--- config.mk ---
export PLATFORM = sky130hd
export DESIGN_NAME = sync_tracker
export DESIGN_NICKNAME = d
export VERILOG_FILES = /design/src/rtl/sync_tracker_pkg.sv /design/src/rtl/sync_window.sv /design/src/rtl/sync_mismatch.sv /design/src/rtl/sync_lock_ctrl.sv /design/src/rtl/sync_tracker.sv
export SDC_FILE = /design/constraint.sdc
export NUM_CORES = 1
export LEC_CHECK = 0
export BUFFER_PORTS_ARGS = -buffer_cell sky130_fd_sc_hd__buf_2
export CORE_ASPECT_RATIO = 0.75
export CORE_MARGIN = 2
export CORE_UTILIZATION = 60
export DETAILED_ROUTE_END_ITERATION = 10
export PLACE_DENSITY_LB_ADDON = 0.1
export SETUP_SLACK_MARGIN = 0.5
export SYNTH_ARGS = -nofsm -noshare
export SYNTH_HDL_FRONTEND = slang
export SYNTH_SLANG_ARGS = --single-unit
--- constraint.sdc ---
create_clock -name clk -period 7.6 [get_ports clk]
set_input_delay 0.76 -clock clk [delete_from_list [all_inputs] [get_ports clk]]
set_output_delay 0.76 -clock clk [all_outputs]
set_load 0.03 [all_outputs]
--- src/rtl/sync_tracker_pkg.sv ---
package sync_tracker_pkg;
  localparam int ERR_W = 3;
  typedef logic [ERR_W-1:0] err_cnt_t;
endpackage

--- src/rtl/sync_window.sv ---
module sync_window #(
  parameter int SYNC_LEN = 24
) (
  input  logic                clk,
  input  logic                rst,
  input  logic                shift,
  input  logic                din,
  output logic [SYNC_LEN-1:0] cand,
  output logic                cand_full
);
  localparam int FILL_W = $clog2(SYNC_LEN);

  logic [SYNC_LEN-1:0] win_q;
  logic [FILL_W-1:0]   fill_q;

  // candidate includes the bit being consumed on this edge
  assign cand      = {win_q[SYNC_LEN-2:0], din};
  assign cand_full = (fill_q == FILL_W'(SYNC_LEN-1));

  always_ff @(posedge clk) begin
    if (rst) begin
      win_q  <= '0;
      fill_q <= '0;
    end else if (shift) begin
      win_q <= cand;
      if (!cand_full) fill_q <= fill_q + 1'b1;
    end
  end
endmodule

--- src/rtl/sync_mismatch.sv ---
module sync_mismatch #(
  parameter int                SYNC_LEN  = 24,
  parameter logic [SYNC_LEN-1:0] SYNC_WORD = '0,
  localparam int               CNT_W     = $clog2(SYNC_LEN + 1)
) (
  input  logic [SYNC_LEN-1:0] cand,
  output logic [CNT_W-1:0]    miss
);
  logic [SYNC_LEN-1:0] diff;

  genvar gi;
  generate
    for (gi = 0; gi < SYNC_LEN; gi++) begin : g_diff
      assign diff[gi] = cand[gi] ^ SYNC_WORD[gi];
    end
  endgenerate

  always_comb begin
    miss = '0;
    for (int i = 0; i < SYNC_LEN; i++) miss = miss + CNT_W'(diff[i]);
  end
endmodule

--- src/rtl/sync_lock_ctrl.sv ---
module sync_lock_ctrl
  import sync_tracker_pkg::*;
#(
  parameter int  CNT_W     = 5,
  parameter int  LOSS_BITS = 420
) (
  input  logic             clk,
  input  logic             rst,
  input  logic             step,
  input  logic             eval,
  input  logic [CNT_W-1:0] miss,
  input  err_cnt_t         limit,
  output logic             locked,
  output err_cnt_t         errs,
  output logic             pulse,
  output logic             irq
);
  localparam int GAP_W = $clog2(LOSS_BITS + 1);
  localparam int CMP_W = (CNT_W > ERR_W) ? CNT_W : ERR_W;

  logic [GAP_W-1:0] gap_q;
  logic             accept;

  assign accept = eval && (CMP_W'(miss) <= CMP_W'(limit));

  always_ff @(posedge clk) begin
    if (rst) begin
      locked <= 1'b0;
      errs   <= '0;
      pulse  <= 1'b0;
      irq    <= 1'b0;
      gap_q  <= '0;
    end else begin
      pulse <= 1'b0;
      irq   <= 1'b0;
      if (accept) begin
        pulse  <= 1'b1;
        irq    <= 1'b1;
        locked <= 1'b1;
        errs   <= err_cnt_t'(miss);
        gap_q  <= '0;
      end else if (step) begin
        if (gap_q == GAP_W'(LOSS_BITS)) begin
          if (locked) begin
            locked <= 1'b0;
            irq    <= 1'b1;
          end
        end else begin
          gap_q <= gap_q + 1'b1;
        end
      end
    end
  end
endmodule

--- src/rtl/sync_tracker.sv ---
module sync_tracker
  import sync_tracker_pkg::*;
#(
  parameter int                  SYNC_LEN  = 24,
  parameter logic [SYNC_LEN-1:0] SYNC_WORD = 24'hF26B1C,
  parameter int                  LOSS_BITS = 420
) (
  input  logic            clk,
  input  logic            rst,
  input  logic            in_valid,
  output logic            in_ready,
  input  logic            in_bit,
  input  logic [ERR_W-1:0] err_limit,
  output logic            locked,
  output logic [ERR_W-1:0] sync_errs,
  output logic            sync_pulse,
  output logic            irq
);
  localparam int CNT_W = $clog2(SYNC_LEN + 1);

  logic [SYNC_LEN-1:0] cand;
  logic                cand_full;
  logic [CNT_W-1:0]    miss;

  assign in_ready = 1'b1;

  sync_window #(.SYNC_LEN(SYNC_LEN)) u_win (
    .clk(clk), .rst(rst), .shift(in_valid), .din(in_bit),
    .cand(cand), .cand_full(cand_full)
  );

  sync_mismatch #(.SYNC_LEN(SYNC_LEN), .SYNC_WORD(SYNC_WORD)) u_cmp (
    .cand(cand), .miss(miss)
  );

  sync_lock_ctrl #(.CNT_W(CNT_W), .LOSS_BITS(LOSS_BITS)) u_ctl (
    .clk(clk), .rst(rst), .step(in_valid), .eval(in_valid && cand_full),
    .miss(miss), .limit(err_limit),
    .locked(locked), .errs(sync_errs), .pulse(sync_pulse), .irq(irq)
  );
endmodule

==> results of run 1 <==
-- final cells by class --
type                       count  area, µm²
multi-input combinational    156       1310
fill                         312       1160
sequential                    43        861
inverter                      42        158
clock buffer                   6       82.6
tap                           52       65.1
timing repair buffer          12       60.1
clock inverter                 2       38.8
-- layer usage --
metal / track usage, % / vias up / share of wire, %
met3: 5.06 / 7 / 4.1
met5: 0 / - / 0
met1: 29.3 / 708 / 57
li1: - / 817 / -
met2: 24.7 / 24 / 37
met4: 7.01 / 0 / 1.6
-- report_power, final --
| group | total, mW | leakage, nW | switching (mW) | internal (mW) |
|---|---|---|---|---|
| logic | 0.0530 | 0.673 | 0.0305 | 0.0226 |
| clock network | 0.187 | 0.0618 | 0.0794 | 0.108 |
| registers | 0.231 | 0.347 | 0.00265 | 0.228 |
-- cell families (layout without fill, tap and decap cells) --
family	count (synthesis)	after routing	synth area share, %
compound gates	16	16	4.34
xor+xnor	11	11	4.02
fa+ha+maj	30	30	21.0
buf+inv	53	62	9.46
flops	43	43	36.0
mux	25	25	10.5
other cells	1	1	0.157
simple gates	73	73	14.6
-- critical path, cell delays in order --
cell and delay (ns):
buf_2 0.11, ha_1 0.27, inv_1 0.04, fa_1 0.47, inv_1 0.05, fa_1 0.52
fa_1 0.44, fa_1 0.51, inv_1 0.05, fa_1 0.45, fa_1 0.43, fa_1 0.57
inv_1 0.05, ha_1 0.28, nor2b_1 0.14, o21a_1 0.15, o21ai_0 0.33, and2_4 0.30
mux2i_1 0.18
-- final timing paths --
kind	endpoint	startpoint	slack [ns]	cells past startpoint
worst max-delay path	u_ctl.errs[2]	in_bit	1.73	19
worst min-delay path	u_ctl.errs[2]	u_ctl.errs[2]	0.47	2
worst max register to register	u_ctl.errs[2]	u_win.win_q[0]	1.95	18
worst min register to register	u_ctl.errs[2]	u_ctl.errs[2]	0.47	2
-- flip-flops by register name (all words and copies together) (netlist names) --
name / flops
u_win.win_q: 23
u_ctl.gap_q: 9
u_win.fill_q: 5
u_ctl.errs: 3
u_ctl.irq: 1
u_ctl.locked: 1
u_ctl.pulse: 1
-- placed cells by master, fill, tap and decap left out, drive strengths merged, types with 2 or more instances in the layout --
cell type | netlist | layout
nand4 | 3 | 3
o21ai | 3 | 3
a21oi | 7 | 7
clkbuf | 7 | 6
mux2i | 25 | 25
fa | 17 | 17
xor2 | 4 | 4
a211oi | 3 | 3
nor2 | 34 | 34
inv | 42 | 43
nand2 | 7 | 7
nor3 | 11 | 11
nand3 | 8 | 8
buf | 4 | 12
ha | 13 | 13
dfxtp | 43 | 43
xnor2 | 7 | 7
nand4b | 2 | 2
nand2b | 2 | 2
==> metrics.cfg, run 1 <==
[route]
ant_nets = 0
routed_via_density = 4.97
drtPass1Iterations = 4
vias = 1556
wl_um = 3720
drc = 0
drt_iter0_drc = 81
wl_per_cell_um = 11.9

[timing]
max_freq_ghz = 0.170
hold_viol = 0
final-max-slew-violation-count = 0
fin_crit_sh_pct = 77.3
fin_hold_ws_ns = 0.471
clock-skew-final_ns = 0.00860
max_slew_margin_pct = 43.3
period_needed_ns = 5.87
worstMarginPinSlew_ns = 0.851
layout_setup_ws_ns = 1.73
tns_ns = 0
setup_viol = 0
rsz0062_at_grt = no

[cts]
clk_latency_ns = 0.30
root_buffer = clkbuf_8
cts_setup_buffers = 0
htree_levels = 2
ctsHoldBuffers = 0
clk_pin_slew_ns = 0.08
cts_buffer_depth = 2
cts_tree = done
cts_resized = 0
cts_made_buffers = 5
cts.sinks = 43

[setup_path]
worst_setup_path_end_kind = register
cp-start-kind = input port
crit_type = in2reg
cp.arrival_ns = 6.10
path_max_fanout = 12
cp_data_required_time_ns = 7.83

[die]
rows = 19
die_area_um2 = 4520
io_pins = 14
core_area_um2 = 3730
chipWidth_um = 76.9
fp.dieH_um = 58.7
initial_core_util_pct = 64.1

[place]
routabilityCongestion = 0.779
dpl_worst_slack_ns = 1.42
place_area_um2 = 2450
port_buffers = 12
dp_cells = 305
hpwl_um = 2720

[final_layout]
utilization_pct = 68.9
drive_above_1_share_pct = 8.81
fin_area_um2 = 2570
diodes = 0
finalNetCount = 297
final_cell_count_no_fill = 313
syn2layout_area_growth_pct = 7.42

[job]
maxCapViolCount = 0

[synthesis]
synth_most_common_cell = dfxtp_1
yosysSeqAreaShare_pct = 36.0
ys_types = 33
synth_top_area_share_pct = 36.0
synth_area_leader_cell = dfxtp_1
synthFlopType = dfxtp_1
synth_edf_count = 0
syn_inst = 252
synthTopCellsByCount = dfxtp_1, inv_1, nor2_1
netlist_top_cells_area = dfxtp_1, fa_1, mux2i_1
syn-num-nets = 289
syn_area_um2 = 2390
synth_async_sr_flop_share_pct = 0
yosys_warnings = 0
synth-seq-cells = 43
syn_avg_cell_area_um2 = 9.50

[global_routing]
grt_usage_pct = 18.8
antenna_found_initial = 0
grt_pass1_vias = 1384
grt_pass1_wl_um = 6490
grt_max_degree = 45
grt_overflow = 0

[pwr]
power_leakage_nw = 1.08
p_per_area_nw_per_um2 = 183
power_mw = 0.471
vdd_drop_max_v = 0.000116

[hold_path]
hold_class = reg2reg

[status]
status = finished clean

(Power assumes the default switching activity.)
==> run 2, diff against run 1 <==
- clock period: 7.6 -> 5.7 ns (I/O delays scaled with it)
==> run 2 against run 1 <==
Wire length grew 7.3%. Non-clock buffer count rose by 5. Cell area increased by 4.3%. Clock skew shrank 0.0013 ns. Power up 25%. Hold slack better by 0.0062 ns. Flip-flop and latch count unchanged. First-iteration DRC count rose by 73%. Sequential share of layout area down 1.3 points. Largest cell class unchanged. Global-route usage grew 0.44 points. Combinational power up 77%.
==> metrics.cfg, run 2 (synthesis results as in run 1) <==
[setup_path]
timing.reg2reg.setup_slack_ns = 0.51
cp.buffers_inverters = 5
cp.arrival_ns = 5.44
r2r-end = u_ctl.errs[2]
critical_path.max_stage_delay_ns = 0.52
path_cells = buf_6 > ha_4 > inv_2 > fa_1 > inv_1 > fa_1 > fa_1 > fa_1 > inv_2 > fa_1 > fa_2 > fa_1 > inv_2 > ha_4 > nor2b_4 > o21a_1 > o21ai_4 > and2_4 > mux2i_1
cp_slowest_cell = fa_1
cp_common_cell = fa_1
cp-start-kind = input port
crit_type = in2reg
setup.worst_path.end = u_ctl.errs[2]
worst_setup_path_end_kind = register
path_max_fanout = 6
r2r_cells = 18
cp.depth = 19
r2r_start = u_win.win_q[0]
startpoint = in_bit
cpLargestDelayFamily = adder cells
cp_data_required_time_ns = 5.93

[route]
drtPass1Iterations = 4
vias = 1616
routed_via_density = 5.07
wl_per_cell_um = 12.5
ant_nets = 0
drc = 0
drt_iter0_drc = 140
wl_um = 3990

[final_layout]
finalNetCount = 303
drive_above_1_share_pct = 17.6
diodes = 0
largestRegisters = u_win.win_q (23), u_ctl.gap_q (9), u_win.fill_q (5)
final_cell_count_no_fill = 319
multi_input_area_um2 = 1410
fin_area_um2 = 2680
final_cell_mix = dfxtp_1, inv_1, nor2_1
syn2layout_area_growth_pct = 12.1
largest-register = u_win.win_q
final_common_cell = dfxtp_1
register_area_um2 = 862
utilization_pct = 71.9
largest_reg_flops = 23
fillCellCount = 289

[global_routing]
grt_pass1_wl_um = 6580
grt_overflow = 0
grt_usage_pct = 19.2
grt_pass1_vias = 1401
grt_max_degree = 45
antenna_found_initial = 0

[cts]
clk_pin_slew_ns = 0.08
htree_levels = 2
cts_tree = done
cts.sinks = 43
cts_buffer_depth = 2
clk_latency_ns = 0.30
cts_made_buffers = 5
root_buffer = clkbuf_8

[hold_path]
min_path_cells = 2
hold_class = reg2reg

[place]
place_area_um2 = 2470
hpwl_um = 2760
port_buffers = 12
routabilityCongestion = 0.794
dpl_worst_slack_ns = 0.0327
dp_cells = 305

[die]
die_area_um2 = 4520
core_area_um2 = 3730
rows = 19
io_pins = 14
chipWidth_um = 76.9
fp.dieH_um = 58.7
initial_core_util_pct = 64.1

[timing]
max_freq_ghz = 0.192
layout_setup_ws_ns = 0.489
final-max-slew-violation-count = 0
fin_hold_ws_ns = 0.478
worstMarginPinSlew_ns = 0.872
max_slew_margin_pct = 41.9
rsz0062_at_grt = yes
clock-skew-final_ns = 0.00726
tns_ns = 0
fin_crit_sh_pct = 91.4
period_needed_ns = 5.21
setup_viol = 0
hold_viol = 0

[job]
maxCapViolCount = 0

[status]
status = finished clean

[pwr]
p_per_area_nw_per_um2 = 220
power_leakage_nw = 1.10
power_mw = 0.591
vdd_drop_max_v = 0.000147

## run 2: what timing repair did
item                       CTS  global route
setup buffers                4             1
pin swaps                    3             5
setup endpoints to repair   15            15
cloned                       1             0
hold buffers                 0             0
resized for setup            5            14
## run 2: final cells by class
| type | instances | area share [%] |
|---|---|---|
| clock buffer | 6 | 2.71 |
| clock inverter | 2 | 0.466 |
| inverter | 42 | 5.88 |
| multi-input combinational | 157 | 52.5 |
| sequential | 43 | 32.1 |
| tap | 52 | 2.43 |
| timing repair buffer | 17 | 3.87 |
## run 2: how the worst min path moves through the flow
stage / from / to / slack [ns]
after floorplan: u_win.fill_q[1] / u_win.fill_q[1] / 0.45
after global placement: u_ctl.locked / u_ctl.locked / 0.46
after detailed placement: u_ctl.errs[2] / u_ctl.errs[2] / 0.46
after CTS: u_ctl.locked / u_ctl.locked / 0.48
after global routing: u_ctl.errs[2] / u_ctl.errs[2] / 0.50
final: u_ctl.errs[2] / u_ctl.errs[2] / 0.48
## run 2: metal layers
layer	up-vias	global-route usage [%]	share of wire [%]
met4	0	7.53	0
met1	741	29.8	54
met5	-	0	0
met2	44	25.4	40
li1	831	-	-
met3	0	5.06	5.8
## run 2: power by group
part	total (mW)	internal, mW	switching (mW)
sequential	0.308	0.304	0.00360
combinational	0.0938	0.0433	0.0506
clock	0.189	0.0857	0.104
## run 2: worst reg2reg max path, cell delays in order, from the launching register on
cell,delay [ns]
dfxtp_2,0.34
ha_4,0.26
inv_2,0.03
fa_1,0.46
inv_1,0.04
fa_1,0.49
fa_1,0.43
fa_1,0.50
inv_2,0.04
fa_1,0.46
fa_2,0.37
fa_1,0.52
inv_2,0.06
ha_4,0.21
nor2b_4,0.12
o21a_1,0.19
o21ai_4,0.20
and2_4,0.23
mux2i_1,0.18
